## src/rtl/trpe_pkg.sv

```systemverilog
package trpe_pkg;
  localparam int CNT_W = 11;
  localparam int PH_W  = 6;

  typedef enum logic [1:0] {
    RC_NOMINAL      = 2'b00,
    RC_PLUS_ONE     = 2'b01,
    RC_MINUS_ONE    = 2'b10,
    RC_OUT_OF_RANGE = 2'b11
  } rate_code_t;

  // Deviation of a window count from the nominal value
  function automatic rate_code_t rc_encode(input logic [CNT_W-1:0] cnt,
                                           input logic [CNT_W-1:0] nom);
    logic [CNT_W:0] a;
    logic [CNT_W:0] b;
    a = {1'b0, cnt};
    b = {1'b0, nom};
    if (a == b)             return RC_NOMINAL;
    else if (a == b + 1'b1) return RC_PLUS_ONE;
    else if (a + 1'b1 == b) return RC_MINUS_ONE;
    else                    return RC_OUT_OF_RANGE;
  endfunction
endpackage

```

## src/rtl/trpe_edge_sync.sv

```systemverilog
module trpe_edge_sync #(
  parameter int STAGES = 2
) (
  input  logic clk,
  input  logic rst_n,
  input  logic async_in,
  output logic rise_o
);
  // STAGES synchronizing flops plus one history flop
  logic [STAGES:0] sh_q;

  always_ff @(posedge clk or negedge rst_n) begin
    if (!rst_n) sh_q <= '0;
    else        sh_q <= {sh_q[STAGES-1:0], async_in};
  end

  logic lvl_now, lvl_prev;
  assign lvl_now  = sh_q[STAGES-1];
  assign lvl_prev = sh_q[STAGES];
  assign rise_o   = lvl_now & ~lvl_prev;


  rise_single_chk: assert property (@(posedge clk) disable iff (!rst_n)
    rise_o |=> !rise_o);

  rise_source_chk: assert property (@(posedge clk) disable iff (!rst_n)
    rise_o |-> $past(async_in, STAGES));
endmodule

```

## src/rtl/trpe_tick_window.sv

```systemverilog
module trpe_tick_window #(
  parameter int W = 11
) (
  input  logic         clk,
  input  logic         rst_n,
  input  logic         clr,
  input  logic         close_i,
  input  logic         rise_i,
  output logic [W-1:0] total_o
);
  localparam logic [W-1:0] CNT_MAX = '1;

  logic [W-1:0] cnt_q;
  logic [W-1:0] cnt_inc;

  assign cnt_inc = (rise_i && cnt_q != CNT_MAX) ? cnt_q + 1'b1 : cnt_q;
  assign total_o = cnt_inc;

  always_ff @(posedge clk or negedge rst_n) begin
    if (!rst_n)                cnt_q <= '0;
    else if (clr || close_i)   cnt_q <= '0;
    else                       cnt_q <= cnt_inc;
  end


  no_overflow_chk: assert property (@(posedge clk) disable iff (!rst_n)
    (!clr && !close_i && cnt_q == CNT_MAX) |=> cnt_q == CNT_MAX);

  count_step_chk: assert property (@(posedge clk) disable iff (!rst_n)
    (!clr && !close_i) |=> (cnt_q - $past(cnt_q)) <= W'(1));
endmodule

```

## src/rtl/trpe_phase_meas.sv

```systemverilog
module trpe_phase_meas #(
  parameter int W = 6
) (
  input  logic         clk,
  input  logic         rst_n,
  input  logic         clr,
  input  logic         start_i,
  input  logic         rise_i,
  output logic [W-1:0] phase_o,
  output logic         busy_o
);
  localparam logic [W-1:0] PH_MAX = '1;

  always_ff @(posedge clk or negedge rst_n) begin
    if (!rst_n) begin
      phase_o <= '0;
      busy_o  <= 1'b0;
    end else if (clr) begin
      phase_o <= '0;
      busy_o  <= 1'b0;
    end else if (start_i) begin
      phase_o <= '0;
      busy_o  <= 1'b1;
    end else if (busy_o) begin
      if (phase_o != PH_MAX) phase_o <= phase_o + 1'b1;
      if (rise_i)            busy_o  <= 1'b0;
    end
  end


  phase_sat_chk: assert property (@(posedge clk) disable iff (!rst_n)
    (busy_o && phase_o == PH_MAX && !start_i && !clr) |=> phase_o == PH_MAX);

  phase_hold_chk: assert property (@(posedge clk) disable iff (!rst_n)
    (!busy_o && !start_i && !clr) |=> $stable(phase_o));
endmodule

```

## src/rtl/trib_rate_phase_enc.sv

```systemverilog
module trib_rate_phase_enc #(
  parameter int NOM_T1      = 772,
  parameter int NOM_E1      = 1024,
  parameter int SYNC_STAGES = 2
) (
  input  logic       ref_clk,
  input  logic       rst_n,
  input  logic       frame_pulse,
  input  logic       trib_clk,
  input  logic       mode_e1,
  input  logic       chan_en,
  output logic [1:0] rate_code,
  output logic [5:0] phase_cnt,
  output logic       word_valid,
  output logic       rate_alarm
);
  import trpe_pkg::*;

  localparam logic [CNT_W-1:0] NOM_T1_V = CNT_W'(NOM_T1);
  localparam logic [CNT_W-1:0] NOM_E1_V = CNT_W'(NOM_E1);

  // frame pulse edge
  logic fp_q;
  logic fp_evt;
  always_ff @(posedge ref_clk or negedge rst_n) begin
    if (!rst_n) fp_q <= 1'b0;
    else        fp_q <= frame_pulse;
  end
  assign fp_evt = frame_pulse & ~fp_q;

  // named internal events
  logic trib_rise;
  logic meas_clr;
  logic win_close;
  logic armed_q;
  logic word_fire;

  assign meas_clr  = ~chan_en;
  assign win_close = chan_en & fp_evt;
  assign word_fire = win_close & armed_q;

  trpe_edge_sync #(.STAGES(SYNC_STAGES)) sync_i (
    .clk(ref_clk), .rst_n(rst_n), .async_in(trib_clk), .rise_o(trib_rise)
  );

  logic [CNT_W-1:0] win_total;
  trpe_tick_window #(.W(CNT_W)) win_i (
    .clk(ref_clk), .rst_n(rst_n), .clr(meas_clr), .close_i(win_close),
    .rise_i(trib_rise), .total_o(win_total)
  );

  logic [PH_W-1:0] ph_val;
  logic            ph_busy;
  trpe_phase_meas #(.W(PH_W)) ph_i (
    .clk(ref_clk), .rst_n(rst_n), .clr(meas_clr), .start_i(win_close),
    .rise_i(trib_rise), .phase_o(ph_val), .busy_o(ph_busy)
  );

  always_ff @(posedge ref_clk or negedge rst_n) begin
    if (!rst_n)         armed_q <= 1'b0;
    else if (!chan_en)  armed_q <= 1'b0;
    else if (fp_evt)    armed_q <= 1'b1;
  end

  rate_code_t code_now;
  assign code_now = rc_encode(win_total, mode_e1 ? NOM_E1_V : NOM_T1_V);

  always_ff @(posedge ref_clk or negedge rst_n) begin
    if (!rst_n) begin
      rate_code  <= 2'b00;
      phase_cnt  <= '0;
      word_valid <= 1'b0;
      rate_alarm <= 1'b0;
    end else begin
      word_valid <= word_fire;
      if (word_fire) begin
        rate_code  <= code_now;
        phase_cnt  <= ph_val;
        rate_alarm <= (code_now == RC_OUT_OF_RANGE);
      end
    end
  end


  valid_pulse_chk: assert property (@(posedge ref_clk) disable iff (!rst_n)
    word_valid |=> !word_valid);

  first_window_chk: assert property (@(posedge ref_clk) disable iff (!rst_n)
    word_valid |-> $past(armed_q));

  disabled_quiet_chk: assert property (@(posedge ref_clk) disable iff (!rst_n)
    !chan_en |=> !word_valid);

  alarm_code_chk: assert property (@(posedge ref_clk) disable iff (!rst_n)
    word_valid |-> (rate_alarm == (rate_code == 2'b11)));

  out_hold_chk: assert property (@(posedge ref_clk) disable iff (!rst_n)
    !word_valid |-> ($stable(rate_code) && $stable(phase_cnt) && $stable(rate_alarm)));
endmodule

```

## config.mk

```make
export PLATFORM = sky130hd
export DESIGN_NAME = trib_rate_phase_enc
export DESIGN_NICKNAME = d
export VERILOG_FILES = /design/src/rtl/trpe_pkg.sv /design/src/rtl/trpe_edge_sync.sv /design/src/rtl/trpe_tick_window.sv /design/src/rtl/trpe_phase_meas.sv /design/src/rtl/trib_rate_phase_enc.sv
export SDC_FILE = /design/constraint.sdc
export NUM_CORES = 1
export LEC_CHECK = 0
export BUFFER_PORTS_ARGS = -buffer_cell sky130_fd_sc_hd__buf_4
export CAP_MARGIN = 20
export CORE_AREA = 3 3 68 70
export CTS_CLUSTER_DIAMETER = 40
export DETAILED_ROUTE_END_ITERATION = 16
export DIE_AREA = 0 0 71 73
export SKIP_CTS_REPAIR_TIMING = 1
export SLEW_MARGIN = 15
export SYNTH_ARGS = -nofsm -noshare
export SYNTH_HDL_FRONTEND = slang
export SYNTH_HIERARCHICAL = 1
export SYNTH_SLANG_ARGS = --single-unit
```

## constraint.sdc

```tcl
create_clock -name ref_clk -period 5.48 [get_ports ref_clk]
set_input_delay 1.096 -clock ref_clk [delete_from_list [all_inputs] [get_ports ref_clk]]
set_output_delay 1.096 -clock ref_clk [all_outputs]
set_load 0.01 [all_outputs]
```

== After elaboration in Yosys (flattened, before gate mapping) ==
Cells that the tools add are included.
W data, S select, Z words.

* Register bits after elaboration: 33
* Word-level logic and storage cells: 49
* Input port bits: 6
* Output and inout port bits: 10

* $add $sub $neg: 4
* Bitwise gates (word level): 7
* Mux-type cells: 16
* Eq/ne operators: 9
* Reduce and logical (&&, ||, !) cells: 3

{| class="wikitable"
|+ Operators with widths
! kind !! count
|-
| $mux W11 || 3
|-
| $add A11 B1 Y12 const B || 2
|-
| $mux W6 || 4
|-
| $eq A11 B12 Y1 || 1
|-
| $eq A12 B11 Y1 || 1
|-
| $add A11 B1 Y11 const B || 1
|-
| $eq A11 B11 Y1 || 1
|-
| $ne A11 B11 Y1 const B || 1
|-
| $mux W1 || 7
|-
| $add A6 B1 Y6 const B || 1
|-
| $ne A3 B1 Y1 const B || 2
|-
| $ne A6 B6 Y1 const B || 1
|-
| $and A1 B1 Y1 || 4
|-
| $mux W2 || 2
|-
| $not A1 Y1 || 3
|-
| $eq A2 B2 Y1 const B || 1
|-
| $ne A2 B1 Y1 const B || 1
|-
| $reduce_and A2 Y1 || 1
|-
| $logic_and A1 B1 Y1 || 1
|-
| $logic_or A1 B1 Y1 || 1
|}

== Logic depth before layout (Yosys ltp) ==
* Depth in word-level cells: 10
* Gate-level depth with buffers: 9

== Modules after synthesis ==
Netlist, hierarchy kept.

{| class="wikitable"
|+ Modules (own cells, without submodules)
! module !! cells each !! area each (sq um) !! instances
|-
| trpe_tick_window || 65 || 641.9 || 1
|-
| trib_rate_phase_enc || 57 || 570.5 || 1
|-
| trpe_phase_meas || 35 || 364.1 || 1
|-
| trpe_edge_sync || 4 || 88.8 || 1
|}

== Worst setup path before layout ==
Ideal clock, no wire load.

* Path type: register -> register
* From: reg sync_i.sh_q[2]
* To: reg rate_code[0]
* Arrival: 2.044 ns
* Period minus slack after synthesis: 2.179 ns
* Setup time: 0.135 ns
* Data required time: 5.345 ns
* Path buffers: 0
* Path slack: 3.301 ns
* Stages on the path, launching flop included: 10
* Cell sequence: dfrtp_1 nor2b_4 and4_4 o2111ai_2 nor2_1 xor2_1 and4_1 nand4_1 a2111oi_4 a211oi_1

* Longest elaborated chain between the ends: 9
* Elaborated cells on any way between the ends: 11
* Those cells by class: 1 x add/sub; 3 x eq/ne; 4 x mux; 2 x bitwise; 1 x reduce/logical

{| class="wikitable"
|+ RTL lines
! what !! RTL line !! RTL
|-
| start: declaration || trpe_edge_sync.sv:10 || <nowiki>logic [STAGES:0] sh_q;</nowiki>
|-
| start signal: assignment || trpe_edge_sync.sv:14 || <nowiki>else sh_q <= {sh_q[STAGES-1:0], async_in};</nowiki>
|-
| $not A1 Y1 * || trpe_edge_sync.sv:20 || <nowiki>assign rise_o = lvl_now & ~lvl_prev;</nowiki>
|-
| $and A1 B1 Y1 * || trpe_edge_sync.sv:20 ||
|-
| named net trib_rise || trib_rate_phase_enc.sv:32 || <nowiki>logic trib_rise;</nowiki>
|-
| $logic_and A1 B1 Y1 * || trpe_tick_window.sv:16 || <nowiki>assign cnt_inc = (rise_i && cnt_q != CNT_MAX) ? cnt_q + 1'b1 : cnt_q;</nowiki>
|-
| $mux W11 * || trpe_tick_window.sv:16 ||
|-
| named net win_total[7] || trib_rate_phase_enc.sv:46 || <nowiki>logic [CNT_W-1:0] win_total;</nowiki>
|-
| $add A11 B1 Y12 || trpe_pkg.sv:21 || <nowiki>else if (a + 1'b1 == b) return RC_MINUS_ONE;</nowiki>
|-
| $eq A12 B11 Y1 || trpe_pkg.sv:21 ||
|-
| $mux W1 || trpe_pkg.sv:21 ||
|-
| $mux W2 || trpe_pkg.sv:20 || <nowiki>else if (a == b + 1'b1) return RC_PLUS_ONE;</nowiki>
|-
| $mux W2 * || trpe_pkg.sv:19 || <nowiki>if (a == b) return RC_NOMINAL;</nowiki>
|-
| end signal: assignment || trib_rate_phase_enc.sv:77 || <nowiki>rate_code <= code_now;</nowiki>
|-
| end: declaration || trib_rate_phase_enc.sv:12 || <nowiki>output logic [1:0] rate_code,</nowiki>
|}

The timed path passes the listed nets; every way through them passes the cells marked *.
A chain may end at the register's enable or synchronous reset.

== Worst setup path in the final report ==
Same ends and word-level chain as after synthesis.

==> impl_metrics.tcl <==
set metrics [dict create \
    yosys.area.top_type "dfrtp_1" \
    cp_max_fo 6 \
    cts_buffers 5 \
    via_per_inst 5.49 \
    diodes 0 \
    synth.distinct_cells 47 \
    drive_gt1_frac 0.197 \
    fin_setup_tns_ns 0 \
    hold_viol 0 \
    ys_seq_elements 33 \
    max_stage_delay_ns 0.39 \
    reg2reg_depth 9 \
    grt_pass1_vias 1267 \
    power_density_nw_per_um2 274 \
    slew-limit-headroom 0.603 \
    crit_family "simple AND/OR/NAND/NOR gates" \
    start_util 0.413 \
    worstHoldPathType "flop to flop" \
    die-area_um2 5180 \
    cp-startpoint "sync_i/sh_q[2]" \
    htree_levels 2 \
    worstSetupPathType "flop to flop" \
    synth_fp_nets 169 \
    synth_top_area_frac 0.496 \
    syn_area_um2 1670 \
    synth_area_leaders "dfrtp_1, nand2_1, and2_1" \
    first_iter_violations 56 \
    wl_per_cell_um 13.9 \
    synth_edf_count 0 \
    fin_worst_skew_ns 0.00609 \
    cp-endpoint "rate_code[0]" \
    cts_max_path_buffers 2 \
    start_kind "flop" \
    cts.clk_slew.worst_paths_ns 0.07 \
    path_buf_inv 0 \
    cts_tree "yes" \
    setup_violations 0 \
    end_kind "flop" \
    grt_pass1_wl_mm 5.78 \
    irDropWorstVdd_mv 0.147 \
    critPathSlowestCell "dfrtp_1" \
    die_x_um 71 \
    antenna_found_initial 0 \
    num_rows 23 \
    hpwl_mm 2.35 \
    fp.dieH_um 73 \
    synthArstFlopShare 1.00 \
    fmax_mhz 412 \
    grt_overflow 0 \
    clockRootBuffer "clkbuf_8" \
    drt.antenna.violating_nets 0 \
    area_delta_synth_final_pct 16.8 \
    via_count 1279 \
    cp_num_cells 9 \
    core_area_um2 4030 \
    clock_latency_ns 0.28 \
    crit_arrival_ns 2.58 \
    grt_max_degree 34 \
    worstPathCellList "nor2b_4 -> and4_4 -> o2111ai_2 -> nor2_1 -> xor2_1 -> and4_1 -> nand4_1 -> a2111oi_4 -> a211oi_1" \
    cts.sinks 33 \
    syn_inst 161 \
    layout.nets 190 \
    groute.usage.overall 0.141 \
    dr.pass1.iters 6 \
    fillers 400 \
    syn_avg_cell_area_um2 10.3 \
    synthFlopType "dfrtp_1" \
    rsz0062_at_grt "no" \
    worstPathRequired_ns 5.63 \
    outcome "finished, final reports clean" \
    totalWireLength_mm 3.24 \
    r2r_start "sync_i/sh_q[2]" \
    ys.warnings.count 6 \
    ys_seq_area_frac 0.496 \
    routabilityCongestion 0.838 \
    post-route-min-period_ns 2.43 \
    drv_cap 0 \
    route.detailed.drc 0 \
    p_leak_nw 0.919 \
    fin_util 0.483 \
    max_slew.worst_pin.slew_ns 0.593 \
    pin_count 16 \
    period_share 0.443 \
    r2r_end "rate_code[0]" \
    r2r_setup_slack_ns 3.05 \
    port_buffers 15 \
    slew_viol_final 0 \
]
-- per-layer routing --
layer	track usage	wire (um)	up-vias
met2	0.230	1570	18
li1	-	-	628
met4	0.0438	22	0
met3	0.0427	96	2
met5	0	0	-
met1	0.181	1560	631
-- registers in the layout (all words and copies together), names as in the netlist --
name / count
armed_q: 1
fp_q: 1
ph_i/busy_o: 1
ph_i/phase_o: 6
phase_cnt: 6
rate_alarm: 1
rate_code: 2
sync_i/sh_q: 3
win_i/cnt_q: 11
word_valid: 1
-- cells in the mapped netlist, types with 2 or more instances --
master / instances
a211oi_1: 2
a21oi_1: 6
and2_1: 9
and4_1: 2
and4_2: 2
and4_4: 2
dfrtp_1: 33
ha_1: 2
inv_1: 9
mux2i_1: 2
nand2_1: 31
nand3_1: 3
nand4_1: 6
nor2_1: 9
nor3_1: 4
nor4_2: 2
o211a_1: 2
o21a_1: 3
or3_1: 2
xor2_1: 3
-- worst reg2reg max path, delay by kind of cell, from the launching register on --
family          cells  cell delay [ns]
compound gates      3             0.61
xor+xnor            1             0.28
flops               1             0.39
simple gates        5             1.03
-- layout by cell type (no fill, tap or decap), drive strengths merged, types with 2 or more instances in the layout --
| master | instances |
|---|---|
| nor2 | 9 |
| nand4 | 6 |
| buf | 15 |
| o21a | 3 |
| xor2 | 3 |
| nand3 | 3 |
| a2111oi | 3 |
| and2 | 9 |
| a211oi | 2 |
| and3 | 2 |
| and4 | 6 |
| o21ai | 2 |
| mux2i | 2 |
| ha | 2 |
| a21oi | 6 |
| or3 | 2 |
| nand2 | 31 |
| nor4 | 2 |
| dfrtp | 33 |
| clkbuf | 7 |
| inv | 9 |
| nor3 | 4 |
| o211a | 2 |
-- how the worst min path moves through the flow --
| stage | startpoint | to | slack, ns | cells after the start |
|---|---|---|---|---|
| floorplan | sync_i/sh_q[0] | sync_i/sh_q[1] | 0.33 | 0 |
| global placement | sync_i/sh_q[0] | sync_i/sh_q[1] | 0.33 | 0 |
| detailed placement | sync_i/sh_q[0] | sync_i/sh_q[1] | 0.33 | 0 |
| CTS | sync_i/sh_q[0] | sync_i/sh_q[1] | 0.35 | 0 |
| global route | sync_i/sh_q[0] | sync_i/sh_q[1] | 0.37 | 0 |
| finish | sync_i/sh_q[0] | sync_i/sh_q[1] | 0.35 | 0 |
-- layout make-up --
cell class	instances	area [um^2]	share of cell area
flip-flops and latches	33	826	0.424
clock inverters	1	30.0	0.0154
well taps	50	62.6	0.0322
multi-input cells	118	795	0.408
inverters	9	33.8	0.0174
clock buffers	7	86.3	0.0444
repair buffers	15	113	0.0579
-- cell families after synthesis --
group	after synthesis	synth area share
flops	33	0.496
mux	3	0.0188
simple gates	83	0.292
buf+inv	10	0.0270
fa+ha+maj	2	0.0150
compound gates	26	0.131
xor+xnor	4	0.0210
-- where the power goes --
group	internal [mW]	switching, mW
clock	0.148	0.0839
sequential	0.253	0.00610
combinational	0.0185	0.0233
-- per-stage QoR --
step	hold WS [ns]	instance area, um^2	std cells	power, mW	setup slack [ns]
2_1_floorplan	0.331	1670	161	0.284	3.30
3_3_place_gp	0.332	1830	225	0.306	3.12
3_5_place_dp	0.335	1830	225	0.307	3.07
4_1_cts	0.350	1950	233	0.544	3.05
5_1_grt	0.371	1950	233	0.558	2.83
6_report	0.347	1950	233	0.533	3.05
(Power assumes the default switching activity.)
